--- src/rtl/dsr_pkg.sv ---
package dsr_pkg;

  typedef logic signed [3:0] sdigit_t;

  // strobes from control to datapath
  typedef struct packed {
    logic loadEn;
  } dsr_ctrl_t;

  // digit sum split into a transfer to the next higher position and a low part
  typedef struct packed {
    logic [1:0] xfer;
    logic [3:0] low;
  } dsr_split_t;

  function automatic dsr_split_t splitSum(input logic signed [4:0] s);
    dsr_split_t r;
    logic signed [4:0] t5;
    if (s >= 5'sd5) begin
      r.xfer = 2'b01;
      t5 = s - 5'sd10;
    end else if (s <= -5'sd5) begin
      r.xfer = 2'b11;
      t5 = s + 5'sd10;
    end else begin
      r.xfer = 2'b00;
      t5 = s;
    end
    r.low = t5[3:0];
    return r;
  endfunction

  // q*q = 10*C + S, C in [0,2], S in [-5,5]
  function automatic logic [1:0] sqCarry(input logic [2:0] mag);
    case (mag)
      3'd3:    return 2'd1;
      3'd4:    return 2'd2;
      3'd5:    return 2'd2;
      default: return 2'd0;
    endcase
  endfunction

  function automatic sdigit_t sqDigit(input logic [2:0] mag);
    case (mag)
      3'd1:    return 4'sd1;
      3'd2:    return 4'sd4;
      3'd3:    return -4'sd1;
      3'd4:    return -4'sd4;
      3'd5:    return 4'sd5;
      default: return 4'sd0;
    endcase
  endfunction

endpackage

--- src/rtl/dsr_sd_adder.sv ---
module dsr_sd_adder #(
  parameter int W = 10
) (
  input  logic [4*W-1:0] aVec,
  input  logic [4*W-1:0] bVec,
  output logic [4*W-1:0] sumVec
);
  import dsr_pkg::*;

  // xferIn[p] is the transfer arriving at digit p from digit p+1
  logic [1:0] xferIn [W+1];
  assign xferIn[W] = 2'b00;

  for (genvar p = 0; p < W; p++) begin : g_dig
    localparam int LSB = 4 * (W - 1 - p);
    logic signed [4:0] digSum;
    dsr_split_t part;
    assign digSum = {aVec[LSB+3], aVec[LSB +: 4]} + {bVec[LSB+3], bVec[LSB +: 4]};
    assign part = splitSum(digSum);
    assign sumVec[LSB +: 4] = part.low + {{2{xferIn[p+1][1]}}, xferIn[p+1]};
    if (p > 0) begin : g_up
      assign xferIn[p] = part.xfer;
    end else begin : g_top
      // transfer out of the tens digit cannot occur for bounded operands
      assign xferIn[0] = part.xfer;
    end
  end

endmodule

--- src/rtl/dsr_ctrl.sv ---
module dsr_ctrl (
  input  logic                clk,
  input  logic                rstN,
  input  logic                start,
  output dsr_pkg::dsr_ctrl_t  ctrl,
  output logic                stepDone
);

  always_comb ctrl.loadEn = start & rstN;

  always_ff @(posedge clk) begin
    if (!rstN) stepDone <= 1'b0;
    else       stepDone <= start;
  end

endmodule

--- src/rtl/dsr_datapath.sv ---
module dsr_datapath #(
  parameter int W    = 10,
  parameter int IDXW = 4
) (
  input  logic               clk,
  input  logic               rstN,
  input  dsr_pkg::dsr_ctrl_t ctrl,
  input  logic [4*W-1:0]     rootIn,
  input  logic [3:0]         digitIn,
  input  logic [4*W-1:0]     remIn,
  input  logic [IDXW-1:0]    stepIdx,
  output logic [4*W-1:0]     nextRem,
  output logic [4*W-1:0]     nextRoot
);
  import dsr_pkg::*;

  logic [4*W-1:0] twoQ, fourQ, tenQ;
  logic [4*W-1:0] addU, addV, hatVec, negHat, remSum, rootNew;
  logic [2:0]     mag;
  logic           isNeg;
  logic [1:0]     carrySq;
  sdigit_t        digitSq;
  int             carryPos, digitPos;

  // easy multiples of the root
  dsr_sd_adder #(.W(W)) u_dbl1 (.aVec(rootIn), .bVec(rootIn), .sumVec(twoQ));
  dsr_sd_adder #(.W(W)) u_dbl2 (.aVec(twoQ),   .bVec(twoQ),   .sumVec(fourQ));
  assign tenQ = {rootIn[4*W-5:0], 4'b0000};

  assign isNeg    = digitIn[3];
  assign mag      = isNeg ? 3'(4'(-signed'(digitIn))) : digitIn[2:0];
  assign carrySq  = sqCarry(mag);
  assign digitSq  = sqDigit(mag);
  assign carryPos = int'(stepIdx) + 1;
  assign digitPos = int'(stepIdx) + 2;

  for (genvar p = 0; p < W; p++) begin : g_sel
    localparam int LSB = 4 * (W - 1 - p);
    sdigit_t m2, m4, m10, uRaw, vRaw, uSgn, vSgn;
    assign m2  = twoQ[LSB +: 4];
    assign m4  = fourQ[LSB +: 4];
    assign m10 = tenQ[LSB +: 4];

    // 2|q| = u + v with u,v taken from {0, 2, 4, 10}
    always_comb begin
      case (mag)
        3'd5:    begin uRaw = m10; vRaw = '0; end
        3'd4:    begin uRaw = m4;  vRaw = m4; end
        3'd3:    begin uRaw = m4;  vRaw = m2; end
        3'd2:    begin uRaw = m4;  vRaw = '0; end
        3'd1:    begin uRaw = m2;  vRaw = '0; end
        default: begin uRaw = '0;  vRaw = '0; end
      endcase
      uSgn = isNeg ? -uRaw : uRaw;
      vSgn = isNeg ? -vRaw : vRaw;
    end

    // square carry joins the even lowest digit of U, square digit the empty slot of V
    assign addU[LSB +: 4] = uSgn + ((p == carryPos) ? sdigit_t'({2'b00, carrySq}) : 4'sd0);
    assign addV[LSB +: 4] = vSgn + ((p == digitPos) ? digitSq : 4'sd0);
    assign negHat[LSB +: 4] = -hatVec[LSB +: 4];
    assign rootNew[LSB +: 4] = (p == digitPos) ? digitIn : rootIn[LSB +: 4];
  end

  dsr_sd_adder #(.W(W)) u_hat (.aVec(addU),  .bVec(addV),   .sumVec(hatVec));
  dsr_sd_adder #(.W(W)) u_rem (.aVec(remIn), .bVec(negHat), .sumVec(remSum));

  always_ff @(posedge clk) begin
    if (!rstN) begin
      nextRem  <= '0;
      nextRoot <= '0;
    end else if (ctrl.loadEn) begin
      nextRem  <= remSum;
      nextRoot <= rootNew;
    end
  end

endmodule

--- src/rtl/dsr_rem_step.sv ---
module dsr_rem_step #(
  parameter int NDIG = 7,
  localparam int W    = NDIG + 3,
  localparam int IDXW = $clog2(NDIG + 3)
) (
  input  logic              clk,
  input  logic              rstN,
  input  logic              start,
  input  logic [4*W-1:0]    rootIn,
  input  logic [3:0]        digitIn,
  input  logic [4*W-1:0]    remIn,
  input  logic [IDXW-1:0]   stepIdx,
  output logic [4*W-1:0]    nextRem,
  output logic [4*W-1:0]    nextRoot,
  output logic              stepDone
);

  dsr_pkg::dsr_ctrl_t ctrl;

  dsr_ctrl u_ctrl (
    .clk(clk), .rstN(rstN), .start(start), .ctrl(ctrl), .stepDone(stepDone)
  );

  dsr_datapath #(.W(W), .IDXW(IDXW)) u_dp (
    .clk(clk), .rstN(rstN), .ctrl(ctrl),
    .rootIn(rootIn), .digitIn(digitIn), .remIn(remIn), .stepIdx(stepIdx),
    .nextRem(nextRem), .nextRoot(nextRoot)
  );

endmodule

--- config.mk ---
export PLATFORM = sky130hd
export DESIGN_NAME = dsr_rem_step
export DESIGN_NICKNAME = d
export VERILOG_FILES = /design/src/rtl/dsr_pkg.sv /design/src/rtl/dsr_sd_adder.sv /design/src/rtl/dsr_ctrl.sv /design/src/rtl/dsr_datapath.sv /design/src/rtl/dsr_rem_step.sv
export SDC_FILE = /design/constraint.sdc
export NUM_CORES = 1
export LEC_CHECK = 0
export ABC_AREA = 1
export CAP_MARGIN = 40
export CORE_MARGIN = 1.5
export CORE_UTILIZATION = 30
export CTS_CLUSTER_SIZE = 24
export DETAILED_ROUTE_END_ITERATION = 8
export PLACE_DENSITY = 0.44
export SETUP_SLACK_MARGIN = 0.4
export SLEW_MARGIN = 20
export SYNTH_ARGS = -nofsm -noshare
export SYNTH_HDL_FRONTEND = slang
export SYNTH_SLANG_ARGS = --single-unit
--- constraint.sdc ---
create_clock -name clk -period 14.52 [get_ports clk]
set_input_delay 1.452 -clock clk [delete_from_list [all_inputs] [get_ports clk]]
set_output_delay 1.452 -clock clk [all_outputs]
set_load 0.02 [all_outputs]
; ---- Yosys cells after proc, flatten, opt, wreduce, memory -nomap -nowiden
; Cells that the tools add are included.
[word_totals]
register_bits = 81
out_inout_bits = 81
input_bits = 91
elab_cells = 545
[classes]
addsub = 209
order_cmp = 80
n_reduce_logical = 4
n_bitwise = 1
n_mux = 225
n_eq_ne = 23
[ops]
columns = operator, n
row1 = $mux 4, 120
row2 = $eq 4x32->1 const A, 8
row3 = $add 4x4->5, 40
row4 = $ge 5x4->1 const B, 40
row5 = $le 5x4->1 const B, 40
row6 = $add 4x4->4, 46
row7 = $mux 2, 82
row8 = $add 4x4->4 const B, 40
row9 = $sub 4x4->4 const B, 40
row10 = $eq 3x32->1 const A, 4
row11 = $eq 5x32->1 const A, 4
row12 = $neg 4->4, 30
row13 = $pmux 4 s3, 9
row14 = $pmux 4 s2, 11
row15 = $eq 2x32->1 const A, 2
row16 = $logic_not 32->1, 2
row17 = $add 4x3->4, 10
row18 = $pmux 4 s5, 1
row19 = $eq 3x2->1 const B, 2
row20 = $eq 3x3->1 const B, 2
row21 = $add 4x1->5 const B, 1
row22 = $add 4x2->5 const B, 1
row23 = $pmux 2 s2, 1
row24 = $eq 3x1->1 const B, 1
row25 = 5 further kinds, 5

; ---- Longest topological paths before layout
; Gate-level depths: netlist of the first run.
[depth]
ltp_word = 25
depth_mapped = 71
mapped_depth_nobuf = 71

; ---- By module
; A second synthesis of the first run with hierarchy kept.
[unflattened]
hier_cells = 4114
area_unflattened_um2 = 26058.7
[by_module_without_submodules]
columns = module, seq_area_each_um2, instances, cells_each, area_each_um2
row1 = dsr_datapath, 1601.5, 1, 1490, 9178.8
row2 = dsr_sd_adder at u_dp.u_dbl2 ..., 0.0, 2, 648, 4231.6
row3 = dsr_sd_adder at u_dp.u_dbl1, 0.0, 1, 671, 4222.8
row4 = dsr_sd_adder at u_dp.u_rem, 0.0, 1, 653, 4162.7
row5 = dsr_ctrl, 20.0, 1, 4, 31.3

; ---- Worst setup path after synthesis of the first run
; No wires, ideal clock.
[synth_timing]
path_type = input port to flip-flop
startpoint = input port rootIn[4]
endpoint = register u_dp.nextRem[7]
t_arrival_ps = 10377
setup_time_ps = 115
required_time_ps = 14405
slack_ps = 4028
cell_stages = 51
path_buffers = 0
cell_sequence = ha_1 nor2_1 nor2_1 nor2_1 xor2_1 ha_1 fa_1 inv_1 nand2_1 nand2_1 nand3_1 nand3_2 nand2_1 xor2_1 ha_1 inv_1 o22ai_1 inv_1 [... 15 more ...] fa_1 xor2_1 xor2_1 xor2_1 xor2_1 ha_1 xor2_1 o31ai_1 nand2_1 xor2_1 ha_1 a21o_1 a21oi_1 xor2_1 xor2_1 xor2_1 o21ai_0 inv_1
[synth_between]
elab_chain_len = 25
elab_cells_between_ends = 41
classes_between = add/sub: 21 / order compare: 8 / mux: 12
[synth_lines]
columns = item, line_no
row1 = from (decl), dsr_rem_step.sv:9  ; input logic [4*W-1:0] rootIn,
row2 = $add 4x4->5 *, dsr_sd_adder.sv:18  ; assign digSum = {aVec[LSB+3], aVec[LSB +: 4]} + {bVec[LSB+3], bVec[LSB +: 4]};
row3 = $add 4x4->4 or $le 5x4->1 (tied branches), "dsr_pkg.sv:24, dsr_pkg.sv:22"
row4 = $mux 4, dsr_pkg.sv:22  ; end else if (s <= -5'sd5) begin
row5 = $mux 4 *, dsr_pkg.sv:19  ; if (s >= 5'sd5) begin
row6 = $add 4x4->4 *, dsr_sd_adder.sv:20  ; assign sumVec[LSB +: 4] = part.low + {{2{xferIn[p+1][1]}}, xferIn[p+1]};
row7 = $add 4x4->5, dsr_sd_adder.sv:18
row8 = $add 4x4->4 or $le 5x4->1 (tied branches), "dsr_pkg.sv:24, dsr_pkg.sv:22"
row9 = $mux 4, dsr_pkg.sv:22
row10 = [... 9 more ...], --
row11 = $mux 4 *, dsr_pkg.sv:19
row12 = $add 4x4->4 *, dsr_sd_adder.sv:20
row13 = $neg 4->4 *, dsr_datapath.sv:61  ; assign negHat[LSB +: 4] = -hatVec[LSB +: 4];
row14 = $add 4x4->5 *, dsr_sd_adder.sv:18
row15 = $add 4x4->4 or $le 5x4->1 (tied branches), "dsr_pkg.sv:24, dsr_pkg.sv:22"
row16 = $mux 4, dsr_pkg.sv:22
row17 = $mux 4 *, dsr_pkg.sv:19
row18 = $add 4x4->4 *, dsr_sd_adder.sv:20
row19 = to (signal assigned), dsr_datapath.sv:73  ; nextRem <= remSum;
row20 = to (decl), dsr_datapath.sv:12  ; output logic [4*W-1:0] nextRem,
; Every way passes the cells marked *; elsewhere a longest branch is shown, timed or not.
; A chain may end at the register's enable or synchronous reset.

; ---- Final worst setup path of the first run
; Same ends and word-level chain as after synthesis.

==> flow_summary.json, run 1 <==
{
  "vias": 19700,
  "synth_edf_count": 0,
  "status": "finished clean",
  "finalClockSkew_ns": 0,
  "path_max_fanout": 6,
  "fin_crit_ns": 12.19,
  "finalHoldViolCount": 0,
  "wl_per_cell_um": 15.5,
  "die_area_um2": 68300,
  "arrival_ns": 12.53,
  "post-dp-hpwl_mm": 52.8,
  "synth_top_flop_cell": "dfxtp_1",
  "area_delta_synth_final_pct": 14.7,
  "synth.most_common_cell": "nand2_1",
  "ctsLongestPathBuffers": 2,
  "start_kind": "input port",
  "drive_above_1_share_pct": 4.03,
  "cp-end-kind": "flop",
  "cts_hold_buf": 0,
  "relSlewSlack_pct": 46.0,
  "dr.pass1.iters": 5,
  "netlist_area_um2": 20000,
  "synth_top_cells_by_count": "nand2_1, inv_1, ha_1",
  "grt_max_degree": 64,
  "antenna_found_initial": 1,
  "pin_count": 172,
  "cp_slowest_cell": "clkdlybuf4s50_1",
  "syn-num-nets": 3645,
  "grt_pass1_wl_mm": 101,
  "insertion_delay_ns": 0.39,
  "syn-instance-count": 3128,
  "fin_crit_sh_pct": 84.0,
  "finalSetupTns_ns": 0,
  "clk_pin_slew_worst_paths_ns": 0.07,
  "ant_nets": 0,
  "overflow": 0,
  "cts.htree.levels": 3,
  "gp_congestion": 0.871,
  "grt_pass1_vias": 18800,
  "cpMostUsedCell": "xor2_1",
  "vias_per_cell": 4.75,
  "die_w_um": 261,
  "ys_warn_count": 0,
  "rsz0062_at_grt": "false",
  "die_h_um": 261,
  "hold_class": "flop to flop",
  "async_flop_share_pct": 0,
  "portBuffers": 171,
  "ys_ff_latch": 81,
  "num_rows": 94,
  "place_area_um2": 22700,
  "final_nets": 3790,
  "start_util_pct": 30.4,
  "crit_required_ns": 14.86,
  "numCtsBuffers": 9,
  "cts_tree": "yes",
  "setup_viol": 0,
  "ctsResizeCount": 0,
  "drtIter0Drc": 1105,
  "totalWireLength_mm": 64.1,
  "synth.avg_cell_area_um2": 6.40,
  "finalMaxSlewViolations": 0,
  "cpPeakStageDelay_ns": 0.59,
  "yosys-top-cells-area": "ha_1, nand2_1, inv_1, dfxtp_1, fa_1",
  "tightest_slew_ns": 0.808,
  "hold_ws_ns": 0.455,
  "grt_use_total_pct": 18.8,
  "fmax_mhz": 82.0,
  "cts_root_buf": "clkbuf_16",
  "synth_cell_type_count": 57,
  "cts.sink_count": 81,
  "cts_setup_buffers": 0,
  "core_area_um2": 65900,
  "seq_area_frac_synth_pct": 8.10,
  "max-cap-violations": 0,
  "yosysTopAreaCellShare_pct": 22.4,
  "synth_area_leader_cell": "ha_1",
  "drc": 0,
  "finalInstanceArea_um2": 23000,
  "criticalPathCategory": "input port to flop"
}
-- per-layer routing --
metal  GRT usage, %  share of wire (%)  vias up
met5              0                  0        -
met4           4.42                1.6        0
met3           2.36                4.1       36
met2           29.7                 43      357
met1           27.0                 52     8942
li1               -                  -    10400
-- per-stage QoR --
stage	util (%)	setup slack, ns	cells
after global placement	34.4	2.19	4124
after global routing	34.9	1.27	4142
after detailed placement	34.4	2.00	4126
after CTS	34.9	2.37	4142
after floorplan	-	4.03	3128
final	34.9	2.33	4143
-- final timing paths --
kind	startpoint	end	slack [ns]	cells past startpoint
setup / recovery	rootIn[4]	u_dp.nextRem[7]	2.33	55
hold / removal	u_dp.nextRem[39]	u_dp.nextRem[39]	0.46	2
setup reg to reg	u_dp.nextRoot[16]	u_dp.nextRoot[16]	13.77	2
hold reg to reg	u_dp.nextRem[39]	u_dp.nextRem[39]	0.46	2
-- cell type report --
| cell class | count | area, um2 |
|---|---|---|
| Fill cell | 7138 | 42900 |
| Multi-Input combinational cell | 2452 | 16100 |
| Inverter | 539 | 2030 |
| Timing Repair Buffer | 190 | 1840 |
| Sequential cell | 81 | 1620 |
| Tap cell | 864 | 1080 |
| Clock buffer | 12 | 246 |
| Clock inverter | 4 | 27.5 |
| Antenna cell | 1 | 2.50 |
-- flip-flops by register name, indices dropped and copies added (netlist names) --
signal and count:
u_ctrl.stepDone 1, u_dp.nextRem 40, u_dp.nextRoot 40
-- placed cells by master, fill, tap and decap left out, types with 3 or more instances in the layout --
master           count
inv_2               14
inv_1              518
clkdlybuf4s50_1    168
nor2_1             269
a21o_1              13
nand2_2             10
o22ai_1             71
or2_2               21
o221ai_1             4
o21bai_1             6
xor2_2               3
or2_1                4
o21ai_1              6
buf_2                4
ha_1               358
a21boi_0             3
o211ai_1            10
o21ai_0            151
buf_4               17
nand3b_1            22
nand2_1            751
a31oi_1             19
nand3_1            215
nand4_1             38
xor2_1             149
o21a_1               3
fa_1                68
dfxtp_1             81
clkbuf_16            9
a31o_2               5
a21oi_2              9
nor2_4               6
nand3_2             10
nor2_2               6
xnor2_1             46
a21oi_1            150
clkinv_1             6
-- worst max-delay path, delay by kind of cell --
family | cells | cell delay, ns
AO/OA/AOI/OAI | 10 | 2.13
buffers and inverters | 8 | 1.03
adder cells (fa/ha/maj) | 11 | 3.48
AND/OR/NAND/NOR | 14 | 1.91
XOR/XNOR | 12 | 2.51
-- logic make-up after synthesis --
family,count (synthesis),share of synthesized area [%]
AOI/OAI and AO/OA,468,13.6
xor gates and xnor gates,198,8.78
adders and majority gates,426,29.2
buffers and inverters,595,11.4
DFF,81,8.10
and+or+nand+nor,1360,29.0
Power of run 1 is left out: the tool's default activity adds up to more than one toggle a clock period on the data nets, which glitch-free logic cannot reach.
==> run 2, diff against run 1 <==
- clock period: 14.52 -> 11.45 ns (I/O delays scaled with it)
==> flow_summary.json, run 2 (synthesis gave the netlist of run 1 again) <==
{
  "status": "finished clean",
  "criticalPathCategory": "input port to flop",
  "finalHoldViolCount": 0,
  "grt-busiest-layer": "met2",
  "totalWireLength_mm": 64.4,
  "cts_hold_buf": 0,
  "relSlewSlack_pct": 48.9,
  "crit_required_ns": 11.73,
  "arrival_ns": 10.68,
  "vias": 20000,
  "final_common_cell": "nand2_1",
  "path_max_fanout": 4,
  "numCtsBuffers": 9,
  "pin_count": 172,
  "vias_per_cell": 4.73,
  "rsz0062_at_grt": "true",
  "drc": 0,
  "ant_nets": 0,
  "ctsLongestPathBuffers": 2,
  "grt_pass1_wl_mm": 102,
  "gp_congestion": 0.870,
  "wl_per_cell_um": 15.3,
  "place_area_um2": 23100,
  "die_h_um": 261,
  "cts.sink_count": 81,
  "tightest_slew_ns": 0.764,
  "cp-end-kind": "flop",
  "final_nets": 3872,
  "die_w_um": 261,
  "finalInstanceArea_um2": 24400,
  "grt_pass1_vias": 19200,
  "cpPeakStageDelay_ns": 0.55,
  "fmax_mhz": 96.1,
  "cts_root_buf": "clkbuf_16",
  "hold_class": "flop to flop",
  "final_cell_mix": "nand2_1, inv_1, ha_1",
  "setup_viol": 0,
  "reg.largest.list": "u_dp.nextRem x40, u_dp.nextRoot x40, u_ctrl.stepDone x1",
  "cp_slowest_cell": "fa_1",
  "max-cap-violations": 0,
  "area_delta_synth_final_pct": 21.8,
  "portBuffers": 171,
  "start_kind": "input port",
  "die_area_um2": 68300,
  "post-dp-hpwl_mm": 52.4,
  "grt_use_total_pct": 18.8,
  "finalMaxSlewViolations": 0,
  "fin_crit_sh_pct": 90.9,
  "finalClockSkew_ns": 0,
  "met1_usage_pct": 27.1,
  "drtIter0Drc": 922,
  "core_area_um2": 65900,
  "fin_crit_ns": 10.41,
  "insertion_delay_ns": 0.39,
  "use_met3_pct": 1.70,
  "cts.htree.levels": 3,
  "grt_max_degree": 61,
  "clk_pin_slew_worst_paths_ns": 0.07,
  "drive_above_1_share_pct": 11.1,
  "num_rows": 94,
  "antenna_found_initial": 1,
  "critPathBufInv": 9,
  "cts_tree": "yes",
  "use_met2_pct": 30.4,
  "start_util_pct": 30.4,
  "dr.pass1.iters": 5,
  "overflow": 0,
  "crit_family": "adder cells"
}
-- run 2: tightest hold or removal path, stage by stage, from the launching register on --
cell and delay [ns]:
dfxtp_1 0.31, nand2_1 0.06, a21oi_1 0.05
-- run 2: area by class of cell --
class	count	area [um2]
Antenna cell	1	2.50
Clock buffer	13	260
Clock inverter	3	23.8
Fill cell	7105	41500
Inverter	539	2030
Multi-Input combinational cell	2452	16800
Sequential cell	81	1620
Tap cell	864	1080
Timing Repair Buffer	272	2540
-- run 2: routing by layer --
layer	part of all wire, %	up-vias
li1	-	10500
met1	51	9102
met2	44	339
met3	3.5	36
met4	1.3	0
met5	0	-
-- run 2: stage by stage --
step	utilization, %	hold slack [ns]	instances	worst slack (ns)	TNS [ns]
CTS	35.6	0.467	4196	0.421	0
finish	37.0	0.465	4225	1.04	0
global route	37.0	0.489	4225	0.258	0
floorplan	-	0.528	3128	1.26	0
detailed placement	35.1	0.455	4179	-0.161	-0.161
global placement	35.1	0.449	4178	0.0869	0
-- run 2: final timing paths --
kind,end,slack [ns],startpoint,cells past startpoint
worst max-delay path,u_dp.nextRem[31],1.04,rootIn[28],64
worst min-delay path,u_dp.nextRoot[6],0.47,u_dp.nextRoot[6],2
worst max register to register,u_dp.nextRoot[24],10.71,u_dp.nextRoot[24],4
worst min register to register,u_dp.nextRoot[6],0.47,u_dp.nextRoot[6],2
-- run 2: repair_timing --
| action | in CTS | in global routing |
|---|---|---|
| setup endpoints to repair | 1 | 35 |
| setup buffers | 1 | 28 |
| hold endpoints to repair | 0 | 0 |
| pin swaps | 2 | 79 |
| resized for setup | 2 | 227 |
Power of run 2 is left out for the same reason.
==> run 3, diff against run 2 <==
- CORE_UTILIZATION: 30 -> 51
- CTS_BUF_LIST: default -> sky130_fd_sc_hd__clkbuf_16
- PLACE_DENSITY: 0.44 -> 0.69
==> flow_summary.json, run 3 (synthesis gave the netlist of run 1 again) <==
{
  "fin_crit_ns": 10.45,
  "gp_congestion": 0.937,
  "portBuffers": 171,
  "cts_tree": "yes",
  "dr.pass1.iters": 6,
  "core_area_um2": 38600,
  "fillers": 3672,
  "area_delta_synth_final_pct": 20.1,
  "drive_above_1_share_pct": 11.4,
  "num_rows": 72,
  "relSlewSlack_pct": 35.4,
  "final_cell_mix": "nand2_1, inv_1, ha_1",
  "hold_class": "flop to flop",
  "final_nets": 3854,
  "grt_pass1_wl_mm": 95.1,
  "drtIter0Drc": 1405,
  "grt_pass1_vias": 19300,
  "reg.largest.list": "u_dp.nextRem x40, u_dp.nextRoot x40, u_ctrl.stepDone x1",
  "grt_use_total_pct": 28.7,
  "rsz0062_at_grt": "true",
  "vias_per_cell": 5.34,
  "crit_required_ns": 11.78,
  "finalHoldViolCount": 0,
  "cpPeakStageDelay_ns": 0.56,
  "pin_count": 172,
  "place_inst": 3805,
  "place_area_um2": 22400,
  "vias": 20600,
  "totalWireLength_mm": 59.3,
  "criticalPathCategory": "input port to flop",
  "finalSetupTns_ns": 0,
  "final_common_cell": "nand2_1",
  "cts.htree.levels": 3,
  "setup_viol": 0,
  "numCtsBuffers": 9,
  "start_kind": "input port",
  "drc": 0,
  "wl_per_cell_um": 15.4,
  "insertion_delay_ns": 0.38,
  "path_max_fanout": 5,
  "cp-end-kind": "flop",
  "cts_root_buf": "clkbuf_16",
  "die_w_um": 201,
  "fin_crit_sh_pct": 91.3,
  "die_area_um2": 40400,
  "ctsLongestPathBuffers": 2,
  "grt_max_degree": 60,
  "antenna_found_initial": 2,
  "ant_nets": 0,
  "status": "finished clean",
  "clk_pin_slew_worst_paths_ns": 0.07,
  "utilization_pct": 62.2,
  "overflow": 0,
  "cp_slowest_cell": "fa_1",
  "finalClockSkew_ns": 0,
  "cts_hold_buf": 0,
  "arrival_ns": 10.79,
  "fmax_mhz": 95.6,
  "finalMaxSlewViolations": 0,
  "post-dp-hpwl_mm": 46.5,
  "finalInstanceArea_um2": 24000,
  "tightest_slew_ns": 0.960,
  "die_h_um": 201,
  "max-cap-violations": 0,
  "cpMostUsedCell": "xor2_1",
  "cts.sink_count": 81,
  "start_util_pct": 51.8,
  "final_cells": 3860
}
run 3: cell types whose count changed in the layout (fill, tap and decap cells not counted), sizes merged:
cell / delta
clkinv: +3
clkbuf: -5
buf: -19
dlymetal6s2s: +2
inv: -1
bufinv: +1
run 3: worst paths after layout:
kind / start / depth (start not counted) / endpoint / slack (ns)
worst max-delay path: rootIn[24] / 55 / u_dp.nextRem[26] / 1.0
worst min-delay path: u_dp.nextRem[39] / 2 / u_dp.nextRem[39] / 0.45
worst max register to register: u_dp.nextRoot[12] / 4 / u_dp.nextRoot[12] / 10.70
worst min register to register: u_dp.nextRem[39] / 2 / u_dp.nextRem[39] / 0.45
run 3: metal layers:
metal	share of wire (%)	vias to the layer above	GRT usage (%)
met3	5.8	71	2.67
met1	48	9467	41.3
li1	-	10500	-
met5	0	-	0
met2	44	596	45.8
met4	2.1	0	7.49
run 3: layout make-up:
class	count	area (um2)	area share (%)
clock inverter	6	60.1	0.250
timing repair buffer	254	2400	9.97
multi-input combinational	2452	17100	71.0
inverter	539	2030	8.42
tap	518	648	2.70
antenna	1	2.50	0.0104
sequential	81	1620	6.74
clock buffer	9	225	0.937
run 3: repair_timing:
item                       CTS  global route
resized for setup            9           257
hold endpoints to repair     0             0
cloned                       0             0
setup endpoints to repair    4            33
buffers inserted             0            38
pin swaps                    0            76
run 3: critical path, delay by kind of cell:
family / cells / cell delay [ns]
compound gates: 7 / 0.92
xor+xnor: 10 / 1.70
fa+ha+maj: 13 / 4.16
buf+inv: 9 / 1.09
simple gates: 16 / 1.76
run 3: through the flow:
step | hold WS [ns] | worst slack [ns]
after floorplan | 0.528 | 1.26
after global placement | 0.437 | 0.148
after detailed placement | 0.445 | -0.238
after CTS | 0.456 | 0.385
after global routing | 0.470 | 0.244
final | 0.453 | 0.995
Power of run 3 is left out for the same reason.
